## config.mk

```make
export PLATFORM = sky130hd
export DESIGN_NAME = ipc_flag_mailbox
export DESIGN_NICKNAME = d
export VERILOG_FILES = /design/src/rtl/ipc_flag_pkg.sv /design/src/rtl/ipc_flag_ctrl.sv /design/src/rtl/ipc_flag_dp.sv /design/src/rtl/ipc_flag_mailbox.sv
export SDC_FILE = /design/constraint.sdc
export NUM_CORES = 1
export LEC_CHECK = 0
export ABC_AREA = 0
export BUFFER_PORTS_ARGS = -buffer_cell sky130_fd_sc_hd__buf_2
export CAP_MARGIN = 20
export CORE_UTILIZATION = 44
export CTS_CLUSTER_DIAMETER = 60
export DETAILED_ROUTE_END_ITERATION = 10
export HOLD_SLACK_MARGIN = 0.05
export PLACE_DENSITY_LB_ADDON = 0.25
export SKIP_CTS_REPAIR_TIMING = 1
export SYNTH_ARGS = -nofsm -noshare
export SYNTH_HDL_FRONTEND = slang
export SYNTH_HIERARCHICAL = 1
export SYNTH_SLANG_ARGS = --single-unit
```

## constraint.sdc

```tcl
create_clock -name clk -period 3 [get_ports clk]
set_input_delay 0.75 -clock clk [delete_from_list [all_inputs] [get_ports clk]]
set_output_delay 0.75 -clock clk [all_outputs]
set_load 0.05 [all_outputs]
```

## src/rtl/ipc_flag_pkg.sv

```systemverilog
package ipc_flag_pkg;

  // Register offsets on the sender port
  localparam int unsigned SND_SET_OFF = 0;
  localparam int unsigned SND_CLR_OFF = 4;
  localparam int unsigned SND_FLG_OFF = 8;

  // Register offsets on the receiver port
  localparam int unsigned RCV_STS_OFF = 0;
  localparam int unsigned RCV_ACK_OFF = 4;

  // Strobes from control to datapath
  typedef struct packed {
    logic setEn;     // sender set write this cycle
    logic sndClrEn;  // sender clear write this cycle
    logic rcvAckEn;  // receiver acknowledge write this cycle
    logic sndRdFlg;  // sender read selects the flag bank
    logic rcvRdSts;  // receiver read selects the flag bank
  } flagCtrl_t;

endpackage

```

## src/rtl/ipc_flag_ctrl.sv

```systemverilog
module ipc_flag_ctrl
  import ipc_flag_pkg::*;
#(
  parameter int unsigned ADDR_W = 4
) (
  input  logic [ADDR_W-1:0] sndAddr,
  input  logic              sndWe,
  input  logic [ADDR_W-1:0] rcvAddr,
  input  logic              rcvWe,
  output flagCtrl_t         ctrl
);

  localparam logic [ADDR_W-1:0] SetAddr = ADDR_W'(SND_SET_OFF);
  localparam logic [ADDR_W-1:0] ClrAddr = ADDR_W'(SND_CLR_OFF);
  localparam logic [ADDR_W-1:0] FlgAddr = ADDR_W'(SND_FLG_OFF);
  localparam logic [ADDR_W-1:0] StsAddr = ADDR_W'(RCV_STS_OFF);
  localparam logic [ADDR_W-1:0] AckAddr = ADDR_W'(RCV_ACK_OFF);

  logic sndHitSet;
  logic sndHitClr;
  logic rcvHitAck;

  always_comb begin
    sndHitSet = (sndAddr == SetAddr);
    sndHitClr = (sndAddr == ClrAddr);
    rcvHitAck = (rcvAddr == AckAddr);

    ctrl          = '0;
    ctrl.setEn    = sndWe & sndHitSet;
    ctrl.sndClrEn = sndWe & sndHitClr;
    ctrl.rcvAckEn = rcvWe & rcvHitAck;
    // Set, clear and acknowledge are write-only; only the bank reads back
    ctrl.sndRdFlg = (sndAddr == FlgAddr);
    ctrl.rcvRdSts = (rcvAddr == StsAddr);
  end

endmodule

```

## src/rtl/ipc_flag_dp.sv

```systemverilog
module ipc_flag_dp
  import ipc_flag_pkg::*;
#(
  parameter int unsigned NUM_FLAGS = 32,
  parameter int unsigned NUM_IRQ   = 4
) (
  input  logic                 clk,
  input  logic                 rstN,
  input  flagCtrl_t            ctrl,
  input  logic [NUM_FLAGS-1:0] sndWdata,
  input  logic [NUM_FLAGS-1:0] rcvWdata,
  output logic [NUM_FLAGS-1:0] flagQ,
  output logic [NUM_FLAGS-1:0] sndRdata,
  output logic [NUM_FLAGS-1:0] rcvRdata,
  output logic [NUM_IRQ-1:0]   irqOut
);

  logic [NUM_FLAGS-1:0] setMask;
  logic [NUM_FLAGS-1:0] clrMask;

  always_comb begin
    setMask = ctrl.setEn ? sndWdata : '0;
    clrMask = (ctrl.sndClrEn ? sndWdata : '0) | (ctrl.rcvAckEn ? rcvWdata : '0);
  end

  // One storage cell per flag; set has priority over clear
  for (genvar b = 0; b < NUM_FLAGS; b++) begin : g_flag
    always_ff @(posedge clk) begin
      if (!rstN)            flagQ[b] <= 1'b0;
      else if (setMask[b])  flagQ[b] <= 1'b1;
      else if (clrMask[b])  flagQ[b] <= 1'b0;
    end
  end

  for (genvar k = 0; k < NUM_IRQ; k++) begin : g_irq
    assign irqOut[k] = flagQ[k];
  end

  always_comb begin
    sndRdata = ctrl.sndRdFlg ? flagQ : '0;
    rcvRdata = ctrl.rcvRdSts ? flagQ : '0;
  end

endmodule

```

## src/rtl/ipc_flag_mailbox.sv

```systemverilog
module ipc_flag_mailbox
  import ipc_flag_pkg::*;
#(
  parameter int unsigned NUM_FLAGS = 32,
  parameter int unsigned NUM_IRQ   = 4,
  parameter int unsigned ADDR_W    = 4
) (
  input  logic                 clk,
  input  logic                 rstN,
  input  logic [ADDR_W-1:0]    sndAddr,
  input  logic                 sndWe,
  input  logic [NUM_FLAGS-1:0] sndWdata,
  output logic [NUM_FLAGS-1:0] sndRdata,
  input  logic [ADDR_W-1:0]    rcvAddr,
  input  logic                 rcvWe,
  input  logic [NUM_FLAGS-1:0] rcvWdata,
  output logic [NUM_FLAGS-1:0] rcvRdata,
  output logic [NUM_IRQ-1:0]   irqOut
);

  flagCtrl_t            ctrl;
  logic [NUM_FLAGS-1:0] flagQ;

  ipc_flag_ctrl #(.ADDR_W(ADDR_W)) u_ctrl (
    .sndAddr (sndAddr),
    .sndWe   (sndWe),
    .rcvAddr (rcvAddr),
    .rcvWe   (rcvWe),
    .ctrl    (ctrl)
  );

  ipc_flag_dp #(.NUM_FLAGS(NUM_FLAGS), .NUM_IRQ(NUM_IRQ)) u_dp (
    .clk      (clk),
    .rstN     (rstN),
    .ctrl     (ctrl),
    .sndWdata (sndWdata),
    .rcvWdata (rcvWdata),
    .flagQ    (flagQ),
    .sndRdata (sndRdata),
    .rcvRdata (rcvRdata),
    .irqOut   (irqOut)
  );

endmodule

```

==> key figures, run 1 <==
Routing
  – DRC Markers: 0
  – Vias/cell: 5.20
  – Via count: 2295
  – WL/cell: 12.5 um
  – Routed Antenna Nets: 0
  – First-pass iteration count of the detailed router: 4
  – Final wirelength: 5.53 mm
  – DRT iter0 DRCs: 94

Worst setup path
  – CP endpoint kind: output pin
  – Crit path DAT: 1.86 ns
  – Crit Path Max Fanout: 20
  – Crit Path Category: input port to output pin
  – WP data required: 2.25 ns
  – Startpoint types: input port

Worst hold path
  – Worst hold path type: register to register

STA
  – Min Tclk post-route: 2.61 ns
  – Max Freq: 0.383 GHz
  – Worst-margin pin slew: 0.971 ns
  – Final WS setup: 0.386 ns
  – Endpoints failing setup: 0
  – Relative slew slack: 35.3%
  – TNS Setup: 0 ns
  – Hold Vio Cnt, Final: 0
  – Skew final: 0 ns
  – Final Cycle Share: 87.1%
  – Slew Limit Fails: 0
  – RSZ-0062 raised after global routing: false

CTS
  – Later-pin clock latency in the skew report: 0.27 ns
  – Maximum clock insertion buffer count: 2
  – Worst-path clk slew: 0.07 ns
  – TritonCTS clock tree: yes
  – CTS root buf: clkbuf_8
  – Clock sink count: 32
  – TritonCTS Buffers: 5
  – H-tree depth: 2

Cells and area
  – Area of the multi-input gates: 1260 um2
  – Largest registers: u_dp/flagQ (32)
  – Layout overhead on the synthesized area: 39.2%
  – Net count, final: 464
  – Antenna diodes: 0
  – Register area: 641 um2
  – Largest register FFs: 32
  – Fillcell total: 411
  – Layout cells sized above 1: 41.6%
  – Most flop-heavy register: u_dp/flagQ

Place
  – Gp weighted congestion: 0.758
  – Worst slack at placement: 0.377 ns
  – Port buffer count: 143
  – DP HPWL: 3.99 mm

Global routing
  – Global-route wire length before repair: 9.01 mm
  – Overflow after GRT: 0
  – Number of global-route vias before repair: 1991
  – Initial antenna violation count: 0
  – Aggregate global-route resource usage: 22.3%
  – Largest net degree at the start of global routing: 65

Synthesis
  – Yosys cell types: 13
  – Synthesized area per cell: 7.90 um2
  – FF+latch count, synth: 32
  – Net Count, Synth: 333
  – YS warnings: 6
  – Register area share after synthesis: 31.5%
  – Post-Syn Area: 2030 um2
  – Gate Count Post-Synth: 257

Pwr
  – Worst vdd ir: 217 uV
  – Pwr/cell area: 311 nW/um2
  – Pleak: 1.79 nW
  – Final Total Pwr: 0.879 mW

Floorplan
  – Core Area: 4380 um2
  – I/O pin total: 144
  – Initial Utilization: 46.3%
  – Die extent in x: 69.9 um
  – Die area: 4890 um2
  – Cell row count: 24
  – Die Height: 69.9 um

Status
  – Outcome: complete, no violations

Job
  – Max-Cap Viols: 0
-- layer usage --
metal	routed length, um	vias to the layer above	global-route usage (%)
met5	0	-	0
met3	388	5	4.62
met2	2640	95	38.9
met1	2460	1047	28.0
li1	-	1148	-
met4	42	0	5.33
-- Yosys cell counts --
cell type | n | area share [%]
clkbuf_1 | 9 | 1.7
buf_2 | 9 | 2.2
buf_6 | 4 | 2.2
nand2_1 | 65 | 12
nor4_1 | 3 | 0.92
and2_1 | 64 | 20
a41o_1 | 32 | 16
buf_4 | 4 | 1.5
and3_1 | 32 | 9.9
dfxtp_1 | 32 | 32
nor4b_4 | 1 | 1.2
nor4b_2 | 1 | 0.74
nand2b_4 | 1 | 0.68
-- critical path, cell delays in order --
cell and delay, ns:
buf_2 0.14, nor4b_4 0.28, buf_4 0.25, and2_1 0.17, buf_2 0.26
-- worst paths after layout --
check	slack, ns	depth (start not counted)	start	endpoint
setup / recovery	0.39	5	sndAddr[1]	sndRdata[31]
hold / removal	0.51	1	u_dp/flagQ[4]	u_dp/flagQ[4]
setup reg to reg	2.38	1	u_dp/flagQ[2]	u_dp/flagQ[2]
hold reg to reg	0.51	1	u_dp/flagQ[4]	u_dp/flagQ[4]
-- layout by cell type, fill, tap and decap left out --
| master | n |
|---|---|
| and2_1 | 64 |
| nor4_2 | 3 |
| nand2b_4 | 1 |
| clkbuf_8 | 6 |
| and3_1 | 32 |
| a41o_1 | 32 |
| nor4b_4 | 2 |
| buf_4 | 7 |
| dfxtp_1 | 32 |
| clkbuf_1 | 2 |
| nand2_1 | 65 |
| buf_2 | 143 |
-- where the power goes --
group	leakage, nW	internal [mW]	switching (mW)
combinational	1.49	0.0494	0.0570
clock	0.0455	0.187	0.151
sequential	0.258	0.430	0.00357
total	1.79	0.667	0.212
-- area by class of cell --
class,instances,area share (%)
Timing Repair Buffer,150,27.2
Sequential cell,32,22.7
Tap cell,52,2.30
Clock buffer,8,3.19
Multi-Input combinational cell,199,44.7
-- stage by stage --
stage / utilization, % / std cells / instance area [um2] / hold WS [ns]
finish: 64.5 / 441 / 2830 / 0.508
global route: 64.5 / 441 / 2830 / 0.526
CTS: 64.5 / 441 / 2830 / 0.511
detailed placement: 62.4 / 433 / 2740 / 0.490
global placement: 62.4 / 433 / 2740 / 0.484
floorplan: - / 257 / 2030 / 0.470
-- cell families after synthesis --
family	after synthesis	share of synthesized area, %
DFF	32	31.5
buffers and inverters	26	7.58
and+or+nand+nor	167	45.1
AOI/OAI and AO/OA	32	15.8
No activity file was read; power rests on OpenSTA's default activity.
==> run 2, diff against run 1 <==
--- a/config.mk
+++ b/config.mk
@@ -12,7 +12,7 @@
 export CTS_CLUSTER_DIAMETER = 60
 export DETAILED_ROUTE_END_ITERATION = 10
 export HOLD_SLACK_MARGIN = 0.05
-export PLACE_DENSITY_LB_ADDON = 0.25
+export PLACE_DENSITY = 0.92
 export SKIP_CTS_REPAIR_TIMING = 1
 export SYNTH_ARGS = -nofsm -noshare
 export SYNTH_HDL_FRONTEND = slang
==> key figures, run 2 (synthesis gave the netlist of run 1 again) <==
Status
  – Outcome: complete, no violations (unchanged)

Floorplan
  – Initial Utilization: 46.3% (unchanged)
  – Die Height: 69.9 um (unchanged)
  – Cell row count: 24 (unchanged)
  – Core Area: 4380 um2 (unchanged)
  – I/O pin total: 144 (unchanged)
  – Die area: 4890 um2 (unchanged)
  – Die extent in x: 69.9 um (unchanged)

Routing
  – M1 wire length: 2.21 mm (was 2.46 mm)
  – Met3 wire len: 440 um (was 388 um)
  – Via count: 2305 (was 2295)
  – DRT iter0 DRCs: 110 (was 94)
  – Routed Antenna Nets: 0 (unchanged)
  – Vias/cell: 5.21 (was 5.20)
  – WL/cell: 12.8 um (was 12.5 um)
  – First-pass iteration count of the detailed router: 4 (unchanged)
  – DRC Markers: 0 (unchanged)
  – Final wirelength: 5.64 mm (was 5.53 mm)
  – Uppermost routed layer: met4 (unchanged)
  – Met2 WL: 2.88 mm (was 2.64 mm)

Place
  – Worst slack at placement: 0.357 ns (was 0.377 ns)
  – Gp weighted congestion: 0.766 (was 0.758)
  – Post-DP Area: 2750 um2 (was 2740 um2)
  – Inst Count DP: 434 (was 433)
  – Port buffer count: 143 (unchanged)
  – DP HPWL: 4.17 mm (was 3.99 mm)

Cells and area
  – Most frequent cells in the layout: buf_2, nand2_1, and2_1 (unchanged)
  – Post-route cell area: 2840 um2 (was 2830 um2)
  – Non-Filler Instances: 442 (was 441)
  – Most common cell after layout, fill and taps aside: buf_2 (unchanged)
  – Layout cells sized above 1: 42.3% (was 41.6%)
  – Most flop-heavy register: u_dp/flagQ (unchanged)
  – Largest register FFs: 32 (unchanged)
  – Antenna diodes: 0 (unchanged)
  – Layout overhead on the synthesized area: 39.7% (was 39.2%)
  – Largest registers: u_dp/flagQ (32) (unchanged)
  – Net count, final: 465 (was 464)

STA
  – Final WS setup: 0.371 ns (was 0.386 ns)
  – Skew final: 0 ns (unchanged)
  – RSZ-0062 raised after global routing: false (unchanged)
  – Min Tclk post-route: 2.63 ns (was 2.61 ns)
  – Final Cycle Share: 87.6% (was 87.1%)
  – Worst-margin pin slew: 0.947 ns (was 0.971 ns)
  – Slew Limit Fails: 0 (unchanged)
  – Hold Slack: 0.507 ns (was 0.508 ns)
  – Hold Vio Cnt, Final: 0 (unchanged)
  – Max Freq: 0.380 GHz (was 0.383 GHz)
  – Relative slew slack: 36.8% (was 35.3%)
  – TNS Setup: 0 ns (unchanged)
  – Endpoints failing setup: 0 (unchanged)

Worst hold path
  – Worst hold path type: register to register (unchanged)

Job
  – Max-Cap Viols: 0 (unchanged)

Worst setup path
  – Crit path DAT: 1.88 ns (was 1.86 ns)
  – R2R Setup Slk: 2.36 ns (was 2.38 ns)
  – WP data required: 2.25 ns (about the same)
  – Crit Path Max Fanout: 32 (was 20)
  – Startpoint types: input port (unchanged)
  – Crit Path Category: input port to output pin (unchanged)
  – CP endpoint kind: output pin (unchanged)

Global routing
  – Global-route wire length before repair: 9.49 mm (was 9.01 mm)
  – Aggregate global-route resource usage: 23.5% (was 22.3%)
  – Number of global-route vias before repair: 2206 (was 1991)
  – Initial antenna violation count: 0 (unchanged)
  – Largest net degree at the start of global routing: 65 (unchanged)
  – Overflow after GRT: 0 (unchanged)

CTS
  – TritonCTS clock tree: yes (unchanged)
  – Clock sink count: 32 (unchanged)
  – CTS root buf: clkbuf_8 (unchanged)
  – Worst-path clk slew: 0.07 ns (about the same)
  – Maximum clock insertion buffer count: 2 (unchanged)
  – H-tree depth: 2 (unchanged)
  – TritonCTS Buffers: 5 (unchanged)
  – Later-pin clock latency in the skew report: 0.27 ns (about the same)

Pwr
  – Pleak: 1.81 nW (was 1.79 nW)
  – Pwr/cell area: 309 nW/um2 (was 311 nW/um2)
  – Worst vdd ir: 220 uV (was 217 uV)
[run 2: cell types whose count changed in the layout (fill, tap and decap cells not counted)]
cell,before,now
buf_4,7,8
clkbuf_1,2,0
clkinv_2,0,2
[run 2: power by group]
part	total, mW	switching, mW	internal [mW]
registers	0.434	0.00374	0.430
logic	0.106	0.0563	0.0496
clock network	0.337	0.154	0.183
[run 2: worst paths after layout]
path                        from              to  cells after the start
setup / recovery      rcvAddr[1]     rcvRdata[9]                      5
hold / removal    u_dp/flagQ[16]  u_dp/flagQ[16]                      1
setup reg to reg  u_dp/flagQ[17]  u_dp/flagQ[17]                      1
hold reg to reg   u_dp/flagQ[16]  u_dp/flagQ[16]                      1
[run 2: metrics by stage]
step | total power [mW] | util [%]
after floorplan | 0.487 | -
after global placement | 0.546 | 62.6
after detailed placement | 0.549 | 62.6
after CTS | 0.887 | 64.7
after global routing | 0.920 | 64.7
final | 0.877 | 64.7
[run 2: cell type report]
type                       instances  area [um2]
fill                             384        1550
multi-input combinational        199        1260
timing repair buffer             151         776
sequential                        32         641
clock buffer                       6        82.6
tap                               52        65.1
clock inverter                     2        10.0
[run 2: critical path, stage by stage]
cell	delay [ns]
buf_2	0.11
nor4_2	0.25
buf_4	0.32
and2_1	0.18
buf_2	0.26
[run 2: metal layers]
| layer | track usage (%) | vias to the layer above |
|---|---|---|
| li1 | - | 1153 |
| met1 | 25.5 | 1033 |
| met2 | 43.8 | 107 |
| met3 | 5.77 | 12 |
| met4 | 8.00 | 0 |
| met5 | 0 | - |
